--- config.mk ---
export PLATFORM = sky130hd
export DESIGN_NAME = swl_loader
export DESIGN_NICKNAME = d
export VERILOG_FILES = /design/src/rtl/swl_pkg.sv /design/src/rtl/swl_sync.sv /design/src/rtl/swl_shift.sv /design/src/rtl/swl_banks.sv /design/src/rtl/swl_loader.sv
export SDC_FILE = /design/constraint.sdc
export NUM_CORES = 1
export LEC_CHECK = 0
export ABC_AREA = 1
export BUFFER_PORTS_ARGS = -buffer_cell sky130_fd_sc_hd__clkbuf_2
export CAP_MARGIN = 20
export CORE_ASPECT_RATIO = 0.8
export CORE_MARGIN = 2
export CORE_UTILIZATION = 50
export CTS_BUF_LIST = sky130_fd_sc_hd__clkbuf_8
export CTS_CLUSTER_DIAMETER = 120
export DETAILED_ROUTE_END_ITERATION = 8
export PLACE_DENSITY_LB_ADDON = 0.05
export REMOVE_ABC_BUFFERS = 1
export SLEW_MARGIN = 20
export SYNTH_ARGS = -nofsm -noshare
export SYNTH_HDL_FRONTEND = slang
export SYNTH_SLANG_ARGS = --single-unit
export TNS_END_PERCENT = 20
--- constraint.sdc ---
create_clock -name clk -period 1.6 [get_ports clk]
set_input_delay 0.24 -clock clk [delete_from_list [all_inputs] [get_ports clk]]
set_output_delay 0.24 -clock clk [all_outputs]
set_load 0.02 [all_outputs]
--- src/rtl/swl_pkg.sv ---
package swl_pkg;
  // One sample of the three serial pins.
  typedef struct packed {
    logic sclk;
    logic dat;
    logic le;
  } swl_pins_t;

  // Idle levels: strobe high so that no spurious load follows reset.
  localparam swl_pins_t SWL_IDLE = '{sclk: 1'b0, dat: 1'b0, le: 1'b1};

  localparam int SWL_SYNC_STAGES = 2;
endpackage

--- src/rtl/swl_sync.sv ---
module swl_sync
  import swl_pkg::*;
#(
  parameter int STAGES = SWL_SYNC_STAGES
) (
  input  logic      clk,
  input  logic      rst_n,
  input  swl_pins_t pins_i,
  output swl_pins_t pins_o,
  output logic      sclk_rise_o,
  output logic      le_rise_o
);
  swl_pins_t chain_q [STAGES];
  logic      sclk_prev_q;
  logic      le_prev_q;

  always_ff @(posedge clk) begin
    if (!rst_n) begin
      for (int i = 0; i < STAGES; i++) chain_q[i] <= SWL_IDLE;
      sclk_prev_q <= SWL_IDLE.sclk;
      le_prev_q   <= SWL_IDLE.le;
    end else begin
      chain_q[0] <= pins_i;
      for (int i = 1; i < STAGES; i++) chain_q[i] <= chain_q[i-1];
      sclk_prev_q <= chain_q[STAGES-1].sclk;
      le_prev_q   <= chain_q[STAGES-1].le;
    end
  end

  assign pins_o      = chain_q[STAGES-1];
  assign sclk_rise_o = pins_o.sclk & ~sclk_prev_q;
  assign le_rise_o   = pins_o.le & ~le_prev_q;
endmodule

--- src/rtl/swl_shift.sv ---
module swl_shift #(
  parameter int WORD_W = 32
) (
  input  logic              clk,
  input  logic              rst_n,
  input  logic              shift_en_i,
  input  logic              bit_i,
  output logic [WORD_W-1:0] word_o
);
  logic [WORD_W-1:0] word_q;

  // Never cleared on load: the last WORD_W bits received are always held.
  always_ff @(posedge clk) begin
    if (!rst_n)          word_q <= '0;
    else if (shift_en_i) word_q <= {word_q[WORD_W-2:0], bit_i};
  end

  assign word_o = word_q;
endmodule

--- src/rtl/swl_banks.sv ---
module swl_banks #(
  parameter int N_BANKS = 4,
  parameter int DATA_W  = 29,
  parameter int ADDR_W  = 3,
  parameter logic [N_BANKS*DATA_W-1:0] PRESET_IMG = '0
) (
  input  logic                      clk,
  input  logic                      rst_n,
  input  logic                      load_i,
  input  logic [ADDR_W-1:0]         addr_i,
  input  logic [DATA_W-1:0]         data_i,
  output logic [N_BANKS*DATA_W-1:0] banks_o
);
  localparam logic [ADDR_W-1:0] ADR_PRESET = '0;

  logic preset_hit;
  assign preset_hit = load_i && (addr_i == ADR_PRESET);

  for (genvar b = 0; b < N_BANKS; b++) begin : g_bank
    localparam logic [ADDR_W-1:0] MY_ADR = ADDR_W'(b + 1);
    localparam logic [DATA_W-1:0] MY_PRE = PRESET_IMG[b*DATA_W +: DATA_W];

    logic              hit;
    logic [DATA_W-1:0] q;

    assign hit = load_i && (addr_i == MY_ADR);

    always_ff @(posedge clk) begin
      if (!rst_n)          q <= MY_PRE;
      else if (preset_hit) q <= MY_PRE;
      else if (hit)        q <= data_i;
    end

    assign banks_o[b*DATA_W +: DATA_W] = q;
  end
endmodule

--- src/rtl/swl_loader.sv ---
module swl_loader
  import swl_pkg::*;
#(
  parameter int WORD_W  = 32,
  parameter int ADDR_W  = 3,
  parameter int N_BANKS = 4,
  localparam int DATA_W = WORD_W - ADDR_W,
  parameter logic [N_BANKS*DATA_W-1:0] PRESET_IMG =
    {29'h1F00F00F, 29'h013579BD, 29'h0ABCDEF0, 29'h01234567}
) (
  input  logic                      clk,
  input  logic                      rst_n,
  input  logic                      ser_clk_i,
  input  logic                      ser_dat_i,
  input  logic                      ser_le_i,
  output logic [N_BANKS*DATA_W-1:0] bank_o
);
  swl_pins_t         pins_raw;
  swl_pins_t         pins_s;
  logic              sclk_rise;
  logic              le_rise;
  logic              shift_en;
  logic [WORD_W-1:0] word_q;

  assign pins_raw = '{sclk: ser_clk_i, dat: ser_dat_i, le: ser_le_i};

  swl_sync #(.STAGES(SWL_SYNC_STAGES)) sync_i (
    .clk        (clk),
    .rst_n      (rst_n),
    .pins_i     (pins_raw),
    .pins_o     (pins_s),
    .sclk_rise_o(sclk_rise),
    .le_rise_o  (le_rise)
  );

  assign shift_en = sclk_rise & ~pins_s.le;

  swl_shift #(.WORD_W(WORD_W)) shift_i (
    .clk       (clk),
    .rst_n     (rst_n),
    .shift_en_i(shift_en),
    .bit_i     (pins_s.dat),
    .word_o    (word_q)
  );

  swl_banks #(
    .N_BANKS   (N_BANKS),
    .DATA_W    (DATA_W),
    .ADDR_W    (ADDR_W),
    .PRESET_IMG(PRESET_IMG)
  ) banks_i (
    .clk    (clk),
    .rst_n  (rst_n),
    .load_i (le_rise),
    .addr_i (word_q[ADDR_W-1:0]),
    .data_i (word_q[WORD_W-1:ADDR_W]),
    .banks_o(bank_o)
  );
endmodule

=== Yosys cells after proc, flatten, opt, wreduce, memory -nomap -nowiden ===
Memories as Yosys holds them, arrays and structs flattened.
Cells that the tools add are included.

* Order comparisons: 0
* Muxes and demuxes: 4
* Divide/modulo/power cells: 0
* Equal/unequal tests: 4
* Reductions and logical operators: 7
* Bitwise gates (word level): 9
* $mul: 0
* Shift operators: 0
* Add/sub/neg operators: 0

{| class="wikitable"
|+ Operator list
! kind !! number
|-
| 3-bit by 2-bit == test with 1-bit output (second input constant) || 2
|-
| 3-bit 2-to-1 mux || 2
|-
| 1-bit logical AND || 5
|-
| 1-bit NOT || 4
|-
| 1-bit bitwise AND || 3
|-
| 3-bit by 1-bit == test with 1-bit output (second input constant) || 1
|-
| 3-bit == test (second input constant) || 1
|-
| 3-bit logical NOT || 1
|-
| 1-bit 2-to-1 mux || 2
|-
| 1-bit bitwise OR || 2
|-
| 2-bit OR reduction || 1
|}

* Register bits after elaboration: 150
* Logic and storage cells: 32
* Memories: 1
* Bits in latches: 0
* Bits of input ports: 5
* Memory bits (read-only): 0
* Output and inout bits: 116
* Memory bits (writable): 6

{| class="wikitable"
|+ Memories
! memory !! depth !! bits a word !! read ports !! clocked after Yosys merged registers in !! write ports !! RTL line !! source
|-
| sync_i.chain_q || 2 || 3 || 2 || 0 || 2 || swl_sync.sv:13 || <nowiki>swl_pins_t chain_q [STAGES];</nowiki>
|}

=== Depth between registers and ports, before layout ===
* Depth after elaboration: 4
* Mapped depth: 9

=== By module ===
From an unflattened synthesis, not the netlist that was laid out.

* Cells, all modules: 764
* Area, all modules: 5844.4 um^2

{| class="wikitable"
|+ By module, submodules not included
! module !! sequential area each (um^2) !! area an instance (um^2) !! instances !! cells an instance
|-
| swl_banks || 2322.2 || 4240.3 || 1 || 529
|-
| swl_shift || 640.6 || 1335.0 || 1 || 202
|-
| swl_sync || 160.2 || 259.0 || 1 || 31
|-
| swl_loader || 0.0 || 10.0 || 1 || 2
|}

=== Worst setup path after synthesis ===
No wires, ideal clock.

* Path type: reg2reg
* From: reg shift_i.word_q[2] (netlist: shift_i.word_o[2])
* To: reg banks_i.g_bank[1].q[13]
* Arrival time: 1101 ps
* Cell stages (with the launch flop): 8
* Period minus slack after synthesis: 1221 ps
* Buffers on the path: 3
* Slack: 379 ps
* Setup time: 120 ps
* Cell sequence: dfxtp_1 > buf_2 > nor2_2 > nand2_1 > nand2_2 > buf_4 > buf_2 > a21oi_1

* Word-level cells in the longest chain between the ends: 3
* Elaborated cells on any way between the ends: 5
* Classes of those cells: 1 x eq/ne; 4 x reduce/logical

{| class="wikitable"
|+ RTL lines
! item !! RTL line !! source
|-
| from (decl) || swl_shift.sv:10 || <nowiki>logic [WORD_W-1:0] word_q;</nowiki>
|-
| from (signal assigned) || swl_shift.sv:15 || <nowiki>else if (shift_en_i) word_q <= {word_q[WORD_W-2:0], bit_i};</nowiki>
|-
| 3-bit logical NOT || swl_banks.sv:17 || <nowiki>assign preset_hit = load_i && (addr_i == ADR_PRESET);</nowiki>
|-
| 1-bit logical AND || swl_banks.sv:17 ||
|-
| 2-bit OR reduction (no line) || n/a ||
|-
| to (signal assigned) || swl_banks.sv:31 || <nowiki>else if (hit) q <= data_i;</nowiki>
|-
| to (decl) || swl_banks.sv:24 || <nowiki>logic [DATA_W-1:0] q;</nowiki>
|}

Parallel ways exist; a longest one is shown, timed or not.
A chain may end at the register's enable or synchronous reset.

=== Final worst setup path ===
* From: reg shift_i.word_q[2] (netlist: shift_i.word_o[2])
* To: reg banks_i.g_bank[2].q[17]

* Word-level cells in the longest chain between the ends: 3
* Elaborated cells on any way between the ends: 5
* Classes of those cells: 1 x eq/ne; 4 x reduce/logical

{| class="wikitable"
|+ RTL lines
! item !! RTL line
|-
| 3-bit logical NOT || swl_banks.sv:17
|-
| 1-bit logical AND || swl_banks.sv:17
|-
| 2-bit OR reduction (no line) || n/a
|-
| to (signal assigned) || swl_banks.sv:31
|-
| to (decl) || swl_banks.sv:24
|}

Parallel ways exist; a longest one is shown, timed or not.

==> results.yml <==
finish:
  syn2layout_area_growth_pct: 21.24
  nFillCells: 1000
  drive_above_1_share_pct: 24.05
  fin_nets: 812
  final_common_cell: "dfxtp_1"
  final_cell_mix: "dfxtp_1 (156), nand3_1 (148), nand2_1 (126), clkbuf_2 (120), a21oi_1 (90)"
  antenna_cells: 0
pwr:
  p_leak_nw: 2.918
  ir_drop_v: 0.0005759
  p_comb_share_pct: 2.9
  seqPwrFrac_pct: 55.2
  sw_frac_of_total_pct: 22.30
  clock_power_share_pct: 41.9
  power.switching_mw: 1.582
  p_total_mw: 7.094
  internal_power_mw: 5.512
  power.density_mw_per_mm2: 1039
global_routing:
  grt_first_pass_wirelength_mm: 25.25
  antenna_found_initial: 0
  use_met1_pct: 37.38
  use_met2_pct: 41.15
  grt-ovfl-total: 0
  busiest_layer: "met2"
  grt_start_max_net_pins: 59
  gr-usage-met3_pct: 5.440
  grt_use_total_pct: 26.77
  grt_pass1_vias: 4963
sta:
  setup_viol_count_final: 0
  fin_crit_sh_pct: 85.61
  hold_viol: 0
  fmaxAchievable_mhz: 730.0
  hold_ws_ps: 199.3
  worstMarginPinSlew_ps: 364.8
  rsz0062_at_grt: "false"
  fin_setup_tns_ps: 0
  period_needed_ps: 1370
  relSlewSlack_pct: 75.68
  finalMaxSlewViolations: 0
  skew_ps: 10.09
worst_setup_path:
  cp_slowest_stage_delay_ps: 470
  crit_path_start_kind: "flip-flop"
  critPathMaxFanout: 13
  arrival_ps: 1740
  worstPathCellList: "buf_4 -> nor2_2 -> nand2_1 -> buf_4 -> nand2_1 -> a21oi_1"
  cp-end-kind: "flip-flop"
  crit_type: "flip-flop to flip-flop"
  required_ps: 1970
  reg2reg_slack_ps: 230
  cp_slowest_cell: "dfxtp_1"
clock_network:
  cts_setup_buffers: 0
  clk_pin_slew_ps: 80
  clock_latency_ps: 440
  cts.sinks: 156
  cts_tree: "built"
  cts_resized: 0
  ctsHoldBuffers: 3
  h-tree-depth: 4
  cts-buffers-inserted: 17
  cts-root-buf: "clkbuf_8"
  clockBufferDepth: 2
logic_synthesis:
  synth_fa_ha_area_share_pct: 0
  yosysWarnings: 0
  synthSimpleGateAreaFrac_pct: 25.82
  syn_avg_cell_area_sq_um: 8.113
  synthMuxAreaShare_pct: 0
  synth_cells: 694
  ys_seq_area_share_pct: 55.47
  synth_top_family_by_area: "simple AND/OR/NAND/NOR gates"
  synth_xor_area_share_pct: 0
  ys_seq_elements: 156
  synthDistinctLibCells: 19
  synth_compound_gate_area_share_pct: 10.84
  synthesis.area_sq_mm: 0.005630
detailed_routing:
  viasPerCell: 5.486
  post-route-drc-count: 0
  wl_per_cell_um: 16.07
  first_pass_iters: 5
  totalWireLength_mm: 15.47
  vias: 5283
  first_iter_violations: 418
  detail-route-antenna-nets: 0
status:
  status: "finished clean"
placed_design:
  gp_congestion: 0.7848
  port_buffers: 120
  post-dp-hpwl_mm: 9.997
die:
  num_rows: 34
  die_height_um: 98.92
  start_util_pct: 51.50
  core_sq_mm: 0.01093
  die_x_um: 122.6
  die-area_sq_mm: 0.01213
  io_pins: 121
run:
  cap_violations: 0
worst_hold_path:
  hp-class: "input port to flip-flop"
cells by family after synthesis:
| kind of cell | Yosys count |
|---|---|
| AND/OR/NAND/NOR | 313 |
| AO/OA/AOI/OAI | 122 |
| buffers and inverters | 103 |
| flip-flops | 156 |
registers in the layout, summed over array words and instances, names as in the netlist:
name / flops
sync_i.chain_q: 6
banks_i.g_bank.q: 116
sync_i.le_prev_q: 1
sync_i.sclk_prev_q: 1
shift_i.word_o: 32
synthesized netlist by cell type:
library cell	number	area, sq um
dfxtp_1	156	3123
nand3_1	148	740.7
nand2_1	126	473.0
a21oi_1	90	450.4
buf_2	36	180.2
inv_1	36	135.1
o21ai_0	32	160.2
nand4_1	29	181.4
clkbuf_1	23	86.33
inv_2	5	18.77
nor2_1	4	15.01
or2_2	2	12.51
buf_1	1	3.750
buf_4	1	7.510
buf_6	1	11.26
nand2_2	1	6.260
nand3b_1	1	7.510
nor2_2	1	6.260
nor2_4	1	11.26
power groups by stage:
stage | combinational [mW] | sequential, mW | clock [mW]
floorplan | 0.100 | 4.01 | 0
global placement | 0.194 | 4.01 | 0
detailed placement | 0.197 | 4.01 | 0
CTS | 0.204 | 3.92 | 3.01
global route | 0.226 | 3.92 | 3.19
finish | 0.205 | 3.92 | 2.97
worst paths after layout:
path / from / endpoint / depth (start not counted)
min reg2reg: sync_i.chain_q[0][2] / sync_i.chain_q[0][5] / 2
max: shift_i.word_o[2] / banks_i.g_bank[2].q[17] / 6
min: rst_n / sync_i.chain_q[0][2] / 3
max reg2reg: shift_i.word_o[2] / banks_i.g_bank[2].q[17] / 6
final cells by class:
| class | instances | area (sq um) | area share [%] |
|---|---|---|---|
| sequential | 156 | 3123 | 45.75 |
| multi-input combinational | 435 | 2079 | 30.46 |
| timing repair buffer | 156 | 890.9 | 13.05 |
| clock buffer | 18 | 247.7 | 3.629 |
| tap | 144 | 180.2 | 2.639 |
| inverter | 41 | 153.9 | 2.254 |
| clock inverter | 13 | 151.4 | 2.218 |
through the flow:
stage,instance area (sq um),worst slack (ps),util (%),cells
2_1_floorplan,5341,-1615,-,632
3_3_place_gp,6397,290.7,58.51,929
3_5_place_dp,6397,259.2,58.51,929
4_1_cts,6827,237.5,62.44,963
5_1_grt,6827,113.8,62.44,963
6_report,6827,230.2,62.44,963
routing by layer:
layer  part of all wire [%]  vias to the layer above  wire length (um)
li1                       -                     2568                 -
met1                     46                     2507              7133
met2                     46                      188              7091
met3                    6.8                       20              1056
met4                    1.2                        0               193
met5                      0                        -                 0
critical path: cells and delay by family (launching register included):
kind                   cells  cell delay (ps)
AOI/OAI and AO/OA          1              140
and+or+nand+nor            3              230
DFF                        1              470
buffers and inverters      2              470
Note: power is estimated with default switching activity, not from simulation.
